--- config.mk ---
export PLATFORM = sky130hd
export DESIGN_NAME = e4m3_enc
export DESIGN_NICKNAME = d
export VERILOG_FILES = /design/src/rtl/e4m3_enc_pkg.sv /design/src/rtl/e4m3_enc_round.sv /design/src/rtl/e4m3_enc_datapath.sv /design/src/rtl/e4m3_enc_ctrl.sv /design/src/rtl/e4m3_enc.sv
export SDC_FILE = /design/constraint.sdc
export NUM_CORES = 1
export LEC_CHECK = 0
export BUFFER_PORTS_ARGS = -buffer_cell sky130_fd_sc_hd__buf_2
export CORE_MARGIN = 2
export CORE_UTILIZATION = 40
export CTS_CLUSTER_DIAMETER = 200
export DETAILED_ROUTE_END_ITERATION = 7
export GPL_TIMING_DRIVEN = 0
export PLACE_DENSITY = 0.7
export SETUP_SLACK_MARGIN = 0.2
export SLEW_MARGIN = 20
export SYNTH_ARGS = -nofsm -noshare
export SYNTH_HDL_FRONTEND = slang
export SYNTH_SLANG_ARGS = --single-unit
--- constraint.sdc ---
create_clock -name clk -period 0.8 [get_ports clk]
set_input_delay 0.12 -clock clk [delete_from_list [all_inputs] [get_ports clk]]
set_output_delay 0.12 -clock clk [all_outputs]
set_load 0.02 [all_outputs]
--- src/rtl/e4m3_enc_pkg.sv ---
package e4m3_enc_pkg;
  // input format
  localparam int IN_EXP_W  = 8;
  localparam int IN_MAN_W  = 23;
  localparam int IN_BIAS   = 127;
  // output format
  localparam int OUT_EXP_W = 4;
  localparam int OUT_MAN_W = 3;
  localparam int OUT_BIAS  = 7;

  localparam int IN_W       = 1 + IN_EXP_W + IN_MAN_W;
  localparam int CODE_W     = 1 + OUT_EXP_W + OUT_MAN_W;
  localparam int REBIAS     = IN_BIAS - OUT_BIAS;
  localparam int DROP       = IN_MAN_W - OUT_MAN_W;      // mantissa bits removed
  localparam int SIG_W      = IN_MAN_W + 1;              // with implicit one
  localparam int SHIFT_CAP  = OUT_MAN_W + 2;             // beyond this: all zero
  localparam int SH_W       = $clog2(SHIFT_CAP + 1);
  localparam int WIDE_W     = SIG_W + SHIFT_CAP;
  localparam int EXP_CALC_W = IN_EXP_W + 2;
  localparam int EXP_MAX    = (1 << OUT_EXP_W) - 1;
  localparam int UNDER_LIM  = REBIAS + 1 - SHIFT_CAP;    // field at or below: zero
  localparam int SAT_LIM    = REBIAS + EXP_MAX;          // field above: clamped

  typedef struct packed {
    logic load;   // capture the converted code this cycle
  } ctrl_t;
endpackage

--- src/rtl/e4m3_enc_round.sv ---
module e4m3_enc_round
  import e4m3_enc_pkg::*;
(
  input  logic [OUT_MAN_W-1:0] manIn,
  input  logic                 guardBit,
  input  logic                 stickyBit,
  output logic [OUT_MAN_W-1:0] manOut,
  output logic                 carryOut
);
  logic               roundUp;
  logic [OUT_MAN_W:0] manSum;

  always_comb begin
    roundUp  = guardBit & (stickyBit | manIn[0]);
    manSum   = {1'b0, manIn} + {{OUT_MAN_W{1'b0}}, roundUp};
    carryOut = manSum[OUT_MAN_W];
    manOut   = manSum[OUT_MAN_W-1:0];  // zero when the sum wrapped
  end
endmodule

--- src/rtl/e4m3_enc_datapath.sv ---
module e4m3_enc_datapath
  import e4m3_enc_pkg::*;
(
  input  logic              clk,
  input  logic              rstN,
  input  ctrl_t             ctrl,
  input  logic [IN_W-1:0]   inData,
  output logic [CODE_W-1:0] codeQ
);
  logic [IN_EXP_W-1:0]          expField;
  logic [IN_MAN_W-1:0]          manField;
  logic signed [EXP_CALC_W-1:0] expRaw;
  logic signed [EXP_CALC_W-1:0] shiftFull;
  logic signed [EXP_CALC_W-1:0] expSum;
  logic                         isNormal;
  logic [SH_W-1:0]              shiftSat;
  logic [WIDE_W-1:0]            wideSig;
  logic [OUT_MAN_W-1:0]         manPick, manRnd;
  logic                         guardPick, stickyPick, carry;
  logic [OUT_EXP_W-1:0]         expFinal;

  assign expField = inData[IN_W-2 -: IN_EXP_W];
  assign manField = inData[IN_MAN_W-1:0];

  always_comb begin
    expRaw    = $signed({2'b00, expField}) - $signed(EXP_CALC_W'(REBIAS));
    isNormal  = !expRaw[EXP_CALC_W-1] && (expRaw != '0);
    shiftFull = $signed(EXP_CALC_W'(1)) - expRaw;
    if (isNormal)
      shiftSat = '0;
    else if (shiftFull >= $signed(EXP_CALC_W'(SHIFT_CAP)))
      shiftSat = SH_W'(SHIFT_CAP);
    else
      shiftSat = shiftFull[SH_W-1:0];
    wideSig = {1'b1, manField, {SHIFT_CAP{1'b0}}} >> shiftSat;
  end

  // Normal path reads the raw mantissa, subnormal path the shifted significand.
  always_comb begin
    if (isNormal) begin
      manPick    = manField[IN_MAN_W-1 -: OUT_MAN_W];
      guardPick  = manField[DROP-1];
      stickyPick = |manField[DROP-2:0];
    end else begin
      manPick    = wideSig[SHIFT_CAP+DROP +: OUT_MAN_W];
      guardPick  = wideSig[SHIFT_CAP+DROP-1];
      stickyPick = |wideSig[SHIFT_CAP+DROP-2:0];
    end
  end

  e4m3_enc_round u_round (
    .manIn    (manPick),
    .guardBit (guardPick),
    .stickyBit(stickyPick),
    .manOut   (manRnd),
    .carryOut (carry)
  );

  always_comb begin
    expSum = (isNormal ? expRaw : '0) + $signed({{(EXP_CALC_W-1){1'b0}}, carry});
    if (expSum > $signed(EXP_CALC_W'(EXP_MAX)))
      expFinal = OUT_EXP_W'(EXP_MAX);
    else
      expFinal = expSum[OUT_EXP_W-1:0];
  end

  always_ff @(posedge clk or negedge rstN) begin
    if (!rstN)          codeQ <= '0;
    else if (ctrl.load) codeQ <= {1'b0, expFinal, manRnd};
  end

  a_r1_code_hold: assert property (@(posedge clk) disable iff (!rstN)
    !ctrl.load |=> $stable(codeQ));
  a_r10_zero_field: assert property (@(posedge clk) disable iff (!rstN)
    ctrl.load && (expField == '0) |=> codeQ == '0);
  a_r9_deep_underflow: assert property (@(posedge clk) disable iff (!rstN)
    ctrl.load && (expField <= IN_EXP_W'(UNDER_LIM)) |=> codeQ == '0);
  a_r6_exp_saturate: assert property (@(posedge clk) disable iff (!rstN)
    ctrl.load && (expField > IN_EXP_W'(SAT_LIM))
    |=> codeQ[CODE_W-2 -: OUT_EXP_W] == OUT_EXP_W'(EXP_MAX));
endmodule

--- src/rtl/e4m3_enc_ctrl.sv ---
module e4m3_enc_ctrl
  import e4m3_enc_pkg::*;
(
  input  logic  clk,
  input  logic  rstN,
  input  logic  inValid,
  output ctrl_t ctrl,
  output logic  outValid
);
  always_comb ctrl.load = inValid;

  always_ff @(posedge clk or negedge rstN) begin
    if (!rstN) outValid <= 1'b0;
    else       outValid <= inValid;
  end

  a_r1_valid_follows: assert property (@(posedge clk) disable iff (!rstN)
    inValid |=> outValid);
  a_r1_valid_idle: assert property (@(posedge clk) disable iff (!rstN)
    !inValid |=> !outValid);
endmodule

--- src/rtl/e4m3_enc.sv ---
module e4m3_enc
  import e4m3_enc_pkg::*;
(
  input  logic              clk,
  input  logic              rstN,
  input  logic              inValid,
  input  logic [IN_W-1:0]   inData,
  output logic              outValid,
  output logic [CODE_W-1:0] outCode
);
  ctrl_t ctrl;

  e4m3_enc_ctrl u_ctrl (
    .clk     (clk),
    .rstN    (rstN),
    .inValid (inValid),
    .ctrl    (ctrl),
    .outValid(outValid)
  );

  e4m3_enc_datapath u_dp (
    .clk   (clk),
    .rstN  (rstN),
    .ctrl  (ctrl),
    .inData(inData),
    .codeQ (outCode)
  );
endmodule

After elaboration in Yosys (flattened, before gate mapping):

Cells that the tools add are included.

* register bits after elaboration: 8
* output and inout bits: 9
* bits of input ports: 35
* word-level logic and storage cells: 23

* order comparisons: 2
* bitwise gates (word level): 2
* multiplexer cells: 7
* add/subtract/negate cells: 4
* shift-type cells: 1
* reduce and logical (&&, ||, !) cells: 5

Operators by type and width (number)
* right shift 29 x 3 -> 28 bit: 1
* OR reduction 24 bit: 1
* OR reduction 19 bit: 1
* adder 10 x 1 -> 10 bit: 1
* >= comparator 10 x 4 -> 1 bit, second input constant: 1
* > comparator 10 x 5 -> 1 bit, second input constant: 1
* 2-to-1 mux 10 bit: 1
* nonzero test 10 bit: 1
* subtractor 2 x 10 -> 10 bit, first input constant: 1
* 2-to-1 mux 3 bit: 3
* subtractor 8 x 7 -> 9 bit, second input constant: 1
* adder 3 x 1 -> 4 bit: 1
* 2-to-1 mux 4 bit: 1
* 2-to-1 mux 1 bit: 2
* AND 1 bit: 1
* logical AND 1 bit: 1
* zero test 1 bit: 1
* OR 1 bit: 1

Depth between registers and ports, before layout:

Gate-level depths: netlist (run 1).

* depth in word-level cells: 14
* gate-level depth with buffers: 20
* depth with buffers taken out: 19

By module:

A second synthesis (run 1) with hierarchy kept.

* cell total of the unflattened synthesis: 131
* area total of the unflattened synthesis: 1022.2 µm²

By module, submodules not included
* e4m3_enc_datapath: sequential area each 175.2 µm², cells each 124, area an instance 942.2 µm², instances 1
* e4m3_enc_round: sequential area each 0.0 µm², cells each 5, area an instance 47.5 µm², instances 1
* e4m3_enc_ctrl: sequential area each 25.0 µm², cells each 2, area an instance 32.5 µm², instances 1

Worst setup path after synthesis (run 1):

Ideal clock, no wire load.

* kind: in2reg
* start: input port inData[26]
* end: register u_dp.codeQ[3]
* slack: -2.843 ns
* stages on the path: 18
* data required time: 0.679 ns
* data arrival time: 3.522 ns
* path buffers: 0
* setup time: 0.121 ns
* path through: ha_1 nor4b_4 nand2_1 a211o_2 a32oi_2 mux2_2 o21ai_0 a21boi_1 nor4b_2 ha_1 ha_1 and3_1 nand3_1 o21ai_0 nand2_1 nand2_1 nand2_1 o22a_1

* longest elaborated chain between the ends: 14
* elaborated cells on any way between the ends: 20
* those cells by class: 4 x add/sub; 2 x order compare; 1 x shift; 7 x mux; 2 x bitwise; 4 x reduce/logical

Ends and longest elaborated chain
* start, declared: line e4m3_enc.sv:7 `input logic [IN_W-1:0] inData,`
* subtractor 8 x 7 -> 9 bit (*): line e4m3_enc_datapath.sv:26 `expRaw = $signed({2'b00, expField}) - $signed(EXP_CALC_W'(REBIAS));`
* subtractor 2 x 10 -> 10 bit: line e4m3_enc_datapath.sv:28 `shiftFull = $signed(EXP_CALC_W'(1)) - expRaw;`
* >= comparator 10 x 4 -> 1 bit: line e4m3_enc_datapath.sv:31 `else if (shiftFull >= $signed(EXP_CALC_W'(SHIFT_CAP)))`
* 2-to-1 mux 3 bit: line e4m3_enc_datapath.sv:31
* 2-to-1 mux 3 bit: line e4m3_enc_datapath.sv:29 `if (isNormal)`
* right shift 29 x 3 -> 28 bit: line e4m3_enc_datapath.sv:35 `wideSig = {1'b1, manField, {SHIFT_CAP{1'b0}}} >> shiftSat;`
* OR reduction 24 bit: line e4m3_enc_datapath.sv:47 `stickyPick = |wideSig[SHIFT_CAP+DROP-2:0];`
* 2-to-1 mux 1 bit: line e4m3_enc_datapath.sv:40 `if (isNormal) begin`
* OR 1 bit: line e4m3_enc_round.sv:14 `roundUp = guardBit & (stickyBit | manIn[0]);`
* AND 1 bit: line e4m3_enc_round.sv:14
* adder 3 x 1 -> 4 bit: line e4m3_enc_round.sv:15 `manSum = {1'b0, manIn} + {{OUT_MAN_W{1'b0}}, roundUp};`
* adder 10 x 1 -> 10 bit (*): line e4m3_enc_datapath.sv:60 `expSum = (isNormal ? expRaw : '0) + $signed({{(EXP_CALC_W-1){1'b0}}, carry});`
* > comparator 10 x 5 -> 1 bit: line e4m3_enc_datapath.sv:61 `if (expSum > $signed(EXP_CALC_W'(EXP_MAX)))`
* 2-to-1 mux 4 bit (*): line e4m3_enc_datapath.sv:61
* end signal, assigned: line e4m3_enc_datapath.sv:69 `else if (ctrl.load) codeQ <= {1'b0, expFinal, manRnd};`
* end, declared: line e4m3_enc_datapath.sv:8 `output logic [CODE_W-1:0] codeQ`

Every way passes the cells marked *; elsewhere a longest branch is shown, timed or not.
A chain may end at the register's enable or synchronous reset.

Final worst setup path (run 1):

* start: input port inData[27]
* end: register u_dp.codeQ[4]

The elaborated chain is that of the path after synthesis.

==> results.json, run 1 <==
{
  "pwr-share-comb_pct": 57.1,
  "drive_gt1_share_pct": 48.5,
  "wl_um": 3340,
  "synthAdderAreaFrac_pct": 6.62,
  "die-width_um": 57.3,
  "synthTopCellsByArea": "dfrtp_1 18%, ha_1 6.6%, nand2_1 6.0%",
  "viasPerCell": 5.64,
  "r2r_cells": 2,
  "wl_met1_um": 1450,
  "pwr_density_cell_nw_per_um2": 1020,
  "p_switching_uw": 674,
  "setup_ws_ps": -2520,
  "min_period_ps": 3320,
  "rr_endpoint": "u_dp.codeQ[3]",
  "pre_cts_slack_ps": -3030,
  "drv_cap": 0,
  "worst_setup_path_start_kind": "primary input",
  "synth_nets": 181,
  "nets": 245,
  "cp_max_fo": 4,
  "nFillCells": 239,
  "worstHoldEndpoint": "u_ctrl.outValid",
  "finalCritPeriodShare_pct": 415,
  "port_buffers": 39,
  "hold_path.startpoint": "inValid",
  "synthMuxAreaShare_pct": 9.26,
  "crit_top_cell": "nand2_1",
  "hold_path_depth": 1,
  "pwr-share-seq_pct": 26.9,
  "ys.flop_type": "dfrtp_1",
  "clock_latency_ps": 240,
  "synth_area_per_cell_um2": 8.11,
  "ant_nets": 0,
  "crit_path_end_kind": "flop",
  "root_buffer": "clkbuf_4",
  "yosysWarnings": 0,
  "numCtsBuffers": 3,
  "fmax_ghz": 0.301,
  "routed.top_layer": "met3",
  "synth_top_area_share_pct": 17.6,
  "clock_path_buffers": 2,
  "antenna_found_initial": 0,
  "yosys.area_share.simple_pct": 28.1,
  "cts.sinks": 8,
  "synth_commonest_cells": "18 x nand2_1, 13 x nor2_1, 8 x dfrtp_1, 8 x inv_1, 7 x o21ai_0",
  "rows": 19,
  "violations": "setup timing",
  "run_status": "complete, but fails checks",
  "cts_max_level": 1,
  "synth_compound_area_share_pct": 26.7,
  "max-vdd-ir-drop_mv": 0.864,
  "dpl.hpwl_um": 2330,
  "num_antenna_cells": 0,
  "areaGrowthSynthToFinish_pct": 59.3,
  "slew_headroom_pct": 40.9,
  "crit_path_top_delay_cell": "mux2_4",
  "core_area_um2": 2730,
  "synth-seq-cells": 8,
  "syn_area_um2": 1130,
  "initial_core_util_pct": 41.5,
  "synth_edf_count": 0,
  "clkPwrFrac_pct": 15.9,
  "ios": 44,
  "p_int_uw": 1160,
  "vias": 1314,
  "drc": 0,
  "grt_pass1_vias": 1258,
  "wl_met3_um": 157,
  "path_class": "in2reg",
  "grtUsageTotal_pct": 20.5,
  "ys_seq_area_share_pct": 17.6,
  "holdCritPathClass": "in2reg",
  "die_area_um2": 3280,
  "place.gp.congestion": 0.851,
  "drv_slew": 0,
  "async_reset_ff_share_pct": 100,
  "grt.overflow.total": 0,
  "required_ps": 930,
  "rr_startpoint": "u_dp.codeQ[3]",
  "cts_tree": "done",
  "clkSlewWorstSetupHoldPaths_ps": 50,
  "cp_slowest_stage_delay_ps": 350,
  "synthMostInstantiatedCell": "nand2_1",
  "power_leakage_uw": 0.000769,
  "wl_met2_um": 1730,
  "rsz0062_at_grt": "yes",
  "grt_pass1_wl_um": 5550,
  "arrival_ps": 3450,
  "avgRoutedWirePerCell_um": 14.3,
  "tightest_slew_ps": 883,
  "hold_viol_final": 0,
  "yosysTopAreaCell": "dfrtp_1",
  "clock_skew_ps": 0,
  "grt_max_degree": 11,
  "p_sw_share_pct": 36.7,
  "rrSetupSlack_ps": -20,
  "synth_xor_area_share_pct": 5.29,
  "synthCells": 140,
  "worstPathCellList": "buf_12 > ha_4 > nor4b_4 > nand2_1 > a211o_2 > a32oi_4 > mux2_4 > o21ai_4 > a21boi_2 > nor4b_2 > ha_2 > ha_4 > and3_4 > nand3_2 > o21ai_1 > nand2_1 > nand2_1 > nand2_1 > o22a_1",
  "die_h_um": 57.3,
  "tns_ps": -15960,
  "first_pass_iters": 4,
  "synth_top_family_by_area": "simple AND/OR/NAND/NOR gates",
  "setup_violations": 15,
  "drt-initial-drc-count": 30,
  "synth.distinct_cells": 53
}
## worst max path at each step
stage,start,to,slack [ps],depth (start not counted)
floorplan,inData[26],u_dp.codeQ[3],-2570,18
global placement,inData[26],u_dp.codeQ[3],-3000,19
detailed placement,inData[26],u_dp.codeQ[4],-3030,19
CTS,inData[27],u_dp.codeQ[4],-2460,19
global route,inData[27],u_dp.codeQ[4],-2720,19
finish,inData[27],u_dp.codeQ[4],-2520,19
## power by group through the flow
stage / Clock [uW] / Combinational (uW) / Sequential [uW]
after global placement: 0 / 773 / 485
after detailed placement: 0 / 782 / 487
after floorplan: 0 / 466 / 552
final: 292 / 1050 / 495
after CTS: 316 / 971 / 493
after global routing: 319 / 1140 / 499
## layout by cell type, fill, tap and decap left out, types with 2 or more instances in the layout
cell type	instances
buf_2	28
buf_4	21
nand2_1	16
nor2_1	12
buf_6	11
dfrtp_1	8
inv_1	7
mux2i_1	6
o21ai_0	5
a21oi_1	5
nand3_1	4
ha_4	4
a31oi_1	3
nor3_1	3
nor4_1	3
clkbuf_4	3
nor4b_4	2
nor2b_1	2
nand2_2	2
o31ai_1	2
o2111ai_1	2
mux2_4	2
nor4b_2	2
xor2_1	2
mux2_2	2
a211oi_1	2
o22a_1	2
## kinds of logic (layout without fill, tap and decap cells)
kind of cell / count (synthesis) / in the layout
buffers and inverters: 13 / 75
XOR/XNOR: 6 / 6
AO/OA/AOI/OAI: 40 / 40
multiplexers: 10 / 10
flip-flops: 8 / 8
AND/OR/NAND/NOR: 56 / 56
adder cells (fa/ha/maj): 6 / 6
other: 1 / 1
## worst max-delay path: cells and delay by family
kind                       cells  cell delay, ps
and+or+nand+nor                8            1150
AOI/OAI and AO/OA              6            1100
adders and majority gates      3             610
muxes                          1             350
buffers and inverters          1             110
## area by class of cell
cell class	instances	area [um^2]	share of cell area, %
repair buffers	59	422	23.3
inverters	8	32.5	1.80
flip-flops and latches	8	200	11.1
multi-input cells	119	1040	57.7
plain buffers	5	48.8	2.70
clock buffers	3	22.5	1.25
well taps	31	38.8	2.15
## metal layers
metal | GRT usage, % | vias to the layer above
met5 | 0 | -
met4 | 5.32 | 0
met3 | 1.81 | 0
met2 | 35.3 | 37
met1 | 27.7 | 626
li1 | - | 651
## flip-flops by register name, indices dropped and copies added (netlist names)
| signal | flops |
|---|---|
| u_ctrl.outValid | 1 |
| u_dp.codeQ | 7 |
## through the flow
step / std cells / power [uW] / area [um^2] / util, % / hold WS, ps
2_1_floorplan: 140 / 1020 / 1230 / - / -176
3_3_place_gp: 210 / 1260 / 1460 / 53.4 / -40.2
3_5_place_dp: 210 / 1270 / 1460 / 53.4 / -36.9
4_1_cts: 227 / 1780 / 1740 / 63.8 / 24.1
5_1_grt: 233 / 1950 / 1810 / 66.1 / 35.7
6_report: 233 / 1840 / 1810 / 66.1 / 39.9
## timing repair
item,in CTS,in global routing
gates cloned,0,0
endpoints found under the setup margin,15,15
hold buffers,1,0
resized for setup,35,2
hold endpoints to repair,8,0
setup buffers,13,6
pin swaps,14,1
Note: power is estimated with default switching activity, not from simulation.
==> run 2, diff against run 1 <==
BUFFER_PORTS_ARGS = -buffer_cell sky130_fd_sc_hd__buf_4   (was -buffer_cell sky130_fd_sc_hd__buf_2)
==> results.json, run 2 (synthesis gave the netlist of run 1 again) <==
{
  "setup_violations": 15,
  "run_status": "complete, but fails checks",
  "crit_path_end_kind": "flop",
  "nets": 253,
  "top_register": "u_dp.codeQ",
  "ios": 44,
  "drv_cap": 0,
  "vias": 1374,
  "worstHoldEndpoint": "u_ctrl.outValid",
  "cts_tree": "done",
  "setup_ws_ps": -2520,
  "r2r_cells": 2,
  "p_int_uw": 1280,
  "required_ps": 930,
  "tightest_slew_ps": 859,
  "wl_met3_um": 167,
  "pwr-share-seq_pct": 24.7,
  "clock_path_buffers": 2,
  "largest_reg_flops": 7,
  "design_area_um2": 2030,
  "drc": 0,
  "rows": 19,
  "antenna_found_initial": 0,
  "violations": "setup timing",
  "clkSlewWorstSetupHoldPaths_ps": 50,
  "hold_path_depth": 1,
  "layoutNonFillerInstCount": 241,
  "final_cell_mix": "47 x buf_4, 21 x buf_6, 13 x nor2_1, 13 x nand2_1, 8 x dfrtp_1",
  "grt_pass1_vias": 1330,
  "wl_met2_um": 2010,
  "clkPwrFrac_pct": 14.0,
  "numCtsBuffers": 3,
  "drv_slew": 0,
  "die-width_um": 57.3,
  "p_total_uw": 2000,
  "hold_path.startpoint": "inValid",
  "pre_cts_slack_ps": -3080,
  "p_sw_share_pct": 35.9,
  "min_period_ps": 3320,
  "cp_max_fo": 4,
  "drt-initial-drc-count": 72,
  "hold_viol_final": 0,
  "die_area_um2": 3280,
  "rsz0062_at_grt": "yes",
  "dpl.hpwl_um": 2430,
  "power_leakage_uw": 0.000863,
  "final_common_cell": "buf_4",
  "place_area_um2": 1560,
  "grt_pass1_wl_um": 5850,
  "holdCritPathClass": "in2reg",
  "viasPerCell": 5.70,
  "routed.top_layer": "met4",
  "areaGrowthSynthToFinish_pct": 79.1,
  "clock_latency_ps": 240,
  "wl_um": 3740,
  "finish.utilization_pct": 74.3,
  "dp_cells": 210,
  "pwr-share-comb_pct": 61.3,
  "finalCritPeriodShare_pct": 415,
  "p_switching_uw": 717,
  "port_buffers": 39,
  "fmax_ghz": 0.301,
  "initial_core_util_pct": 41.5,
  "die_h_um": 57.3,
  "cts_max_level": 1,
  "first_pass_iters": 4,
  "max-vdd-ir-drop_mv": 1.06,
  "top_regs": "u_dp.codeQ: 7 flops, u_ctrl.outValid: 1 flops",
  "path_class": "in2reg",
  "core_area_um2": 2730,
  "worst_setup_path_start_kind": "primary input",
  "grt_max_degree": 11,
  "cts.sinks": 8,
  "pwr_density_cell_nw_per_um2": 983,
  "num_antenna_cells": 0,
  "rrSetupSlack_ps": -10,
  "slew_headroom_pct": 42.5,
  "avgRoutedWirePerCell_um": 15.5,
  "arrival_ps": 3440,
  "rr_endpoint": "u_dp.codeQ[4]",
  "wl_met1_um": 1540,
  "ant_nets": 0,
  "grt.overflow.total": 0,
  "place.gp.congestion": 0.838,
  "drive_gt1_share_pct": 56.2,
  "grtUsageTotal_pct": 21.6,
  "rr_startpoint": "u_dp.codeQ[4]",
  "root_buffer": "clkbuf_4",
  "clock_skew_ps": 0
}
## run 2: stage by stage
stage          setup TNS, ps  hold slack, ps
2_1_floorplan         -15230            -176
3_3_place_gp          -18150           -62.4
3_5_place_dp          -18550           -60.6
4_1_cts               -16160            13.7
5_1_grt               -17920            11.5
6_report              -16730            21.7
## run 2: cell type report
cell class,instances,area (um^2)
Buffer,5,48.8
Clock buffer,3,22.5
Fill cell,200,702
Inverter,8,32.5
Multi-Input combinational cell,119,1100
Sequential cell,8,200
Tap cell,31,38.8
Timing Repair Buffer,67,584
## run 2: how the worst max path moves through the flow
stage | slack, ps | cells after the start | startpoint | end
after floorplan | -2570 | 18 | inData[26] | u_dp.codeQ[3]
after global placement | -3020 | 19 | inData[26] | u_dp.codeQ[3]
after detailed placement | -3080 | 19 | inData[26] | u_dp.codeQ[4]
after CTS | -2480 | 19 | inData[27] | u_dp.codeQ[4]
after global routing | -2660 | 19 | inData[27] | u_dp.codeQ[4]
final | -2520 | 19 | inData[26] | u_dp.codeQ[3]
## run 2: what timing repair did
action | CTS | global route
cloned | 0 | 0
endpoints found under the hold margin | 8 | 0
endpoints found under the setup margin | 15 | 15
resized for setup | 18 | 32
pin swaps | 15 | 18
buffers inserted | 13 | 14
hold buffers | 1 | 0
## run 2: worst max-delay path, cell delays in order
cell	delay [ps]
buf_6	90
ha_2	230
xor2_2	280
nand2_1	150
a211o_4	370
a32oi_4	270
buf_6	150
mux2_4	290
o2111ai_2	180
nand2_2	90
nor4b_4	140
ha_2	210
ha_4	160
and3_4	180
o21ai_2	110
nand2_1	70
nand2_2	110
nand2_2	70
o22a_1	170
## run 2: routing by layer
metal | global-route usage (%) | vias to the layer above
li1 | - | 666
met1 | 29.5 | 665
met2 | 38.3 | 41
met3 | 1.36 | 2
met4 | 3.65 | 0
met5 | 0 | -
## run 2: power groups by stage
| stage | registers [uW] | logic [uW] | clock network, uW |
|---|---|---|---|
| floorplan | 552 | 466 | 0 |
| global placement | 488 | 845 | 0 |
| detailed placement | 489 | 860 | 0 |
| CTS | 493 | 1000 | 296 |
| global route | 499 | 1320 | 311 |
| finish | 493 | 1230 | 279 |
==> run 3, diff against run 2 <==
ABC_AREA = 1   (was unset)
CORE_ASPECT_RATIO = 1.5   (was unset)
CORE_UTILIZATION = 45   (was 40)
PLACE_DENSITY = 0.74   (was 0.7)
==> results.json, run 3 <==
{
  "path_class": "in2reg",
  "ios": 44,
  "setup_ws_ps": -2510,
  "grt_pass1_wl_um": 7510,
  "viasPerCell": 5.06,
  "p_int_uw": 1390,
  "arrival_ps": 3430,
  "run_status": "complete, but fails checks",
  "first_pass_iters": 4,
  "drive_gt1_share_pct": 35.4,
  "synth-seq-cells": 8,
  "grt_pass1_vias": 1918,
  "top_register": "u_dp.codeQ",
  "holdCritPathClass": "in2reg",
  "initial_core_util_pct": 47.0,
  "clock_skew_ps": 0,
  "core_area_um2": 3160,
  "p_sw_share_pct": 40.2,
  "rr_endpoint": "u_dp.codeQ[1]",
  "cp_max_fo": 8,
  "async_reset_ff_share_pct": 100,
  "cp_slowest_stage_delay_ps": 290,
  "nFillCells": 288,
  "worstHoldEndpoint": "u_ctrl.outValid",
  "rows": 25,
  "synthMostInstantiatedCell": "nand2_1",
  "clock_latency_ps": 220,
  "rsz0062_at_grt": "yes",
  "drc": 0,
  "areaGrowthSynthToFinish_pct": 55.6,
  "die_area_um2": 3790,
  "min_period_ps": 3310,
  "top_regs": "u_dp.codeQ: 7 flops, u_ctrl.outValid: 1 flops",
  "power_leakage_uw": 0.00129,
  "crit_path_top_delay_cell": "ha_4",
  "vias": 1972,
  "fmax_ghz": 0.302,
  "synth.distinct_cells": 32,
  "wl_um": 4650,
  "numCtsBuffers": 3,
  "num_antenna_cells": 0,
  "violations": "setup timing",
  "synthTopCellsByArea": "nand2_1 27%, dfrtp_1 13%, inv_1 12%",
  "port_buffers": 41,
  "synth_commonest_cells": "108 x nand2_1, 47 x inv_1, 30 x nor2_1",
  "final_common_cell": "nand2_1",
  "place.gp.congestion": 0.887,
  "synth_nets": 326,
  "drv_cap": 0,
  "clkPwrFrac_pct": 20.4,
  "crit_path_end_kind": "flop",
  "ys_seq_area_share_pct": 13.5,
  "grt.overflow.total": 0,
  "hold_path.startpoint": "inValid",
  "dpl.hpwl_um": 3460,
  "grt_max_degree": 11,
  "hold_path_depth": 1,
  "rr_startpoint": "u_dp.codeQ[1]",
  "yosysTopAreaCell": "nand2_1",
  "ys.flop_type": "dfrtp_1",
  "synth_area_per_cell_um2": 5.22,
  "syn_area_um2": 1490,
  "synth_edf_count": 0,
  "p_total_uw": 2330,
  "die_h_um": 74.4,
  "setup_violations": 15,
  "cts.sinks": 8,
  "p_switching_uw": 937,
  "largest_reg_flops": 7,
  "synthCells": 285,
  "tns_ps": -15310,
  "cts_max_level": 1,
  "required_ps": 910,
  "pwr-share-comb_pct": 58.1,
  "antenna_found_initial": 0,
  "die-width_um": 50.9,
  "grtUsageTotal_pct": 25.4,
  "rrSetupSlack_ps": 80,
  "crit_top_cell": "nand2_1",
  "synth_top_area_share_pct": 27.3,
  "clkSlewWorstSetupHoldPaths_ps": 40,
  "final_cell_mix": "95 x nand2_1, 50 x buf_4, 40 x inv_1, 26 x nor2_1, 25 x nand3_1",
  "ant_nets": 0,
  "avgRoutedWirePerCell_um": 11.9,
  "r2r_cells": 3,
  "worst_setup_path_start_kind": "primary input",
  "pre_cts_slack_ps": -2770,
  "worst_hold_slack_ps": 11.3,
  "clock_path_buffers": 2,
  "hold_viol_final": 0,
  "max-vdd-ir-drop_mv": 1.38,
  "drv_slew": 0,
  "finalCritPeriodShare_pct": 414,
  "yosysWarnings": 0,
  "nets": 393,
  "pwr_density_cell_nw_per_um2": 1010,
  "root_buffer": "clkbuf_8",
  "cts_tree": "done",
  "pwr-share-seq_pct": 21.5,
  "drt-initial-drc-count": 45
}
-- run 3: kinds of logic after synthesis --
kind of cell	count (synthesis)	synth area share (%)
AO/OA/AOI/OAI	19	7.15
XOR/XNOR	1	0.589
adder cells (fa/ha/maj)	6	5.05
buffers and inverters	58	16.2
flip-flops	8	13.5
other	1	0.252
AND/OR/NAND/NOR	192	57.3
-- run 3: per-layer routing --
| metal | part of all wire (%) | track usage, % |
|---|---|---|
| met5 | 0 | 0 |
| met3 | 3.1 | 1.41 |
| met2 | 53 | 50.2 |
| met4 | 5.9 | 16.2 |
| met1 | 38 | 24.8 |
-- run 3: cell type report --
cell class                 instances  area [um^2]  area share (%)
buffer                             7         55.1            2.38
sequential                         8          200            8.65
timing repair buffer              62          520            22.5
multi-input combinational        219         1250            53.9
inverter                          51          200            8.65
clock buffer                       3         41.3            1.78
tap                               40         50.0            2.16
-- run 3: per-stage QoR --
step | cell area (um^2) | instances | util, %
2_1_floorplan | 1540 | 285 | -
3_3_place_gp | 1900 | 366 | 60.1
3_5_place_dp | 1900 | 366 | 60.1
4_1_cts | 2150 | 381 | 68.1
5_1_grt | 2310 | 390 | 73.2
6_report | 2310 | 390 | 73.2
-- run 3: worst max-delay path by stage --
stage	startpoint	slack (ps)	to
detailed placement	inData[26]	-2770	u_dp.codeQ[5]
CTS	inData[27]	-2420	u_dp.codeQ[5]
finish	inData[26]	-2510	u_dp.codeQ[3]
floorplan	inData[24]	-2190	u_dp.codeQ[5]
global route	inData[24]	-2820	u_dp.codeQ[3]
global placement	inData[26]	-2710	u_dp.codeQ[5]
-- run 3: worst max-delay path, delay by kind of cell --
family | cells | cell delay, ps
AOI/OAI and AO/OA | 3 | 530
adders and majority gates | 3 | 690
buffers and inverters | 5 | 450
and+or+nand+nor | 17 | 1640
-- run 3: repair_timing --
| item | CTS | global route |
|---|---|---|
| hold buffers | 1 | 0 |
| endpoints found under the setup margin | 15 | 15 |
| endpoints found under the hold margin | 8 | 0 |
| pin swaps | 26 | 25 |
| setup buffers | 11 | 9 |
| gates resized for setup | 34 | 24 |
-- run 3: power groups by stage --
stage | Sequential [uW] | Clock [uW] | Combinational (uW)
6_report | 501 | 474 | 1350
4_1_cts | 501 | 486 | 1220
5_1_grt | 507 | 513 | 1490
3_5_place_dp | 496 | 0 | 1070
3_3_place_gp | 496 | 0 | 1070
2_1_floorplan | 564 | 0 | 610
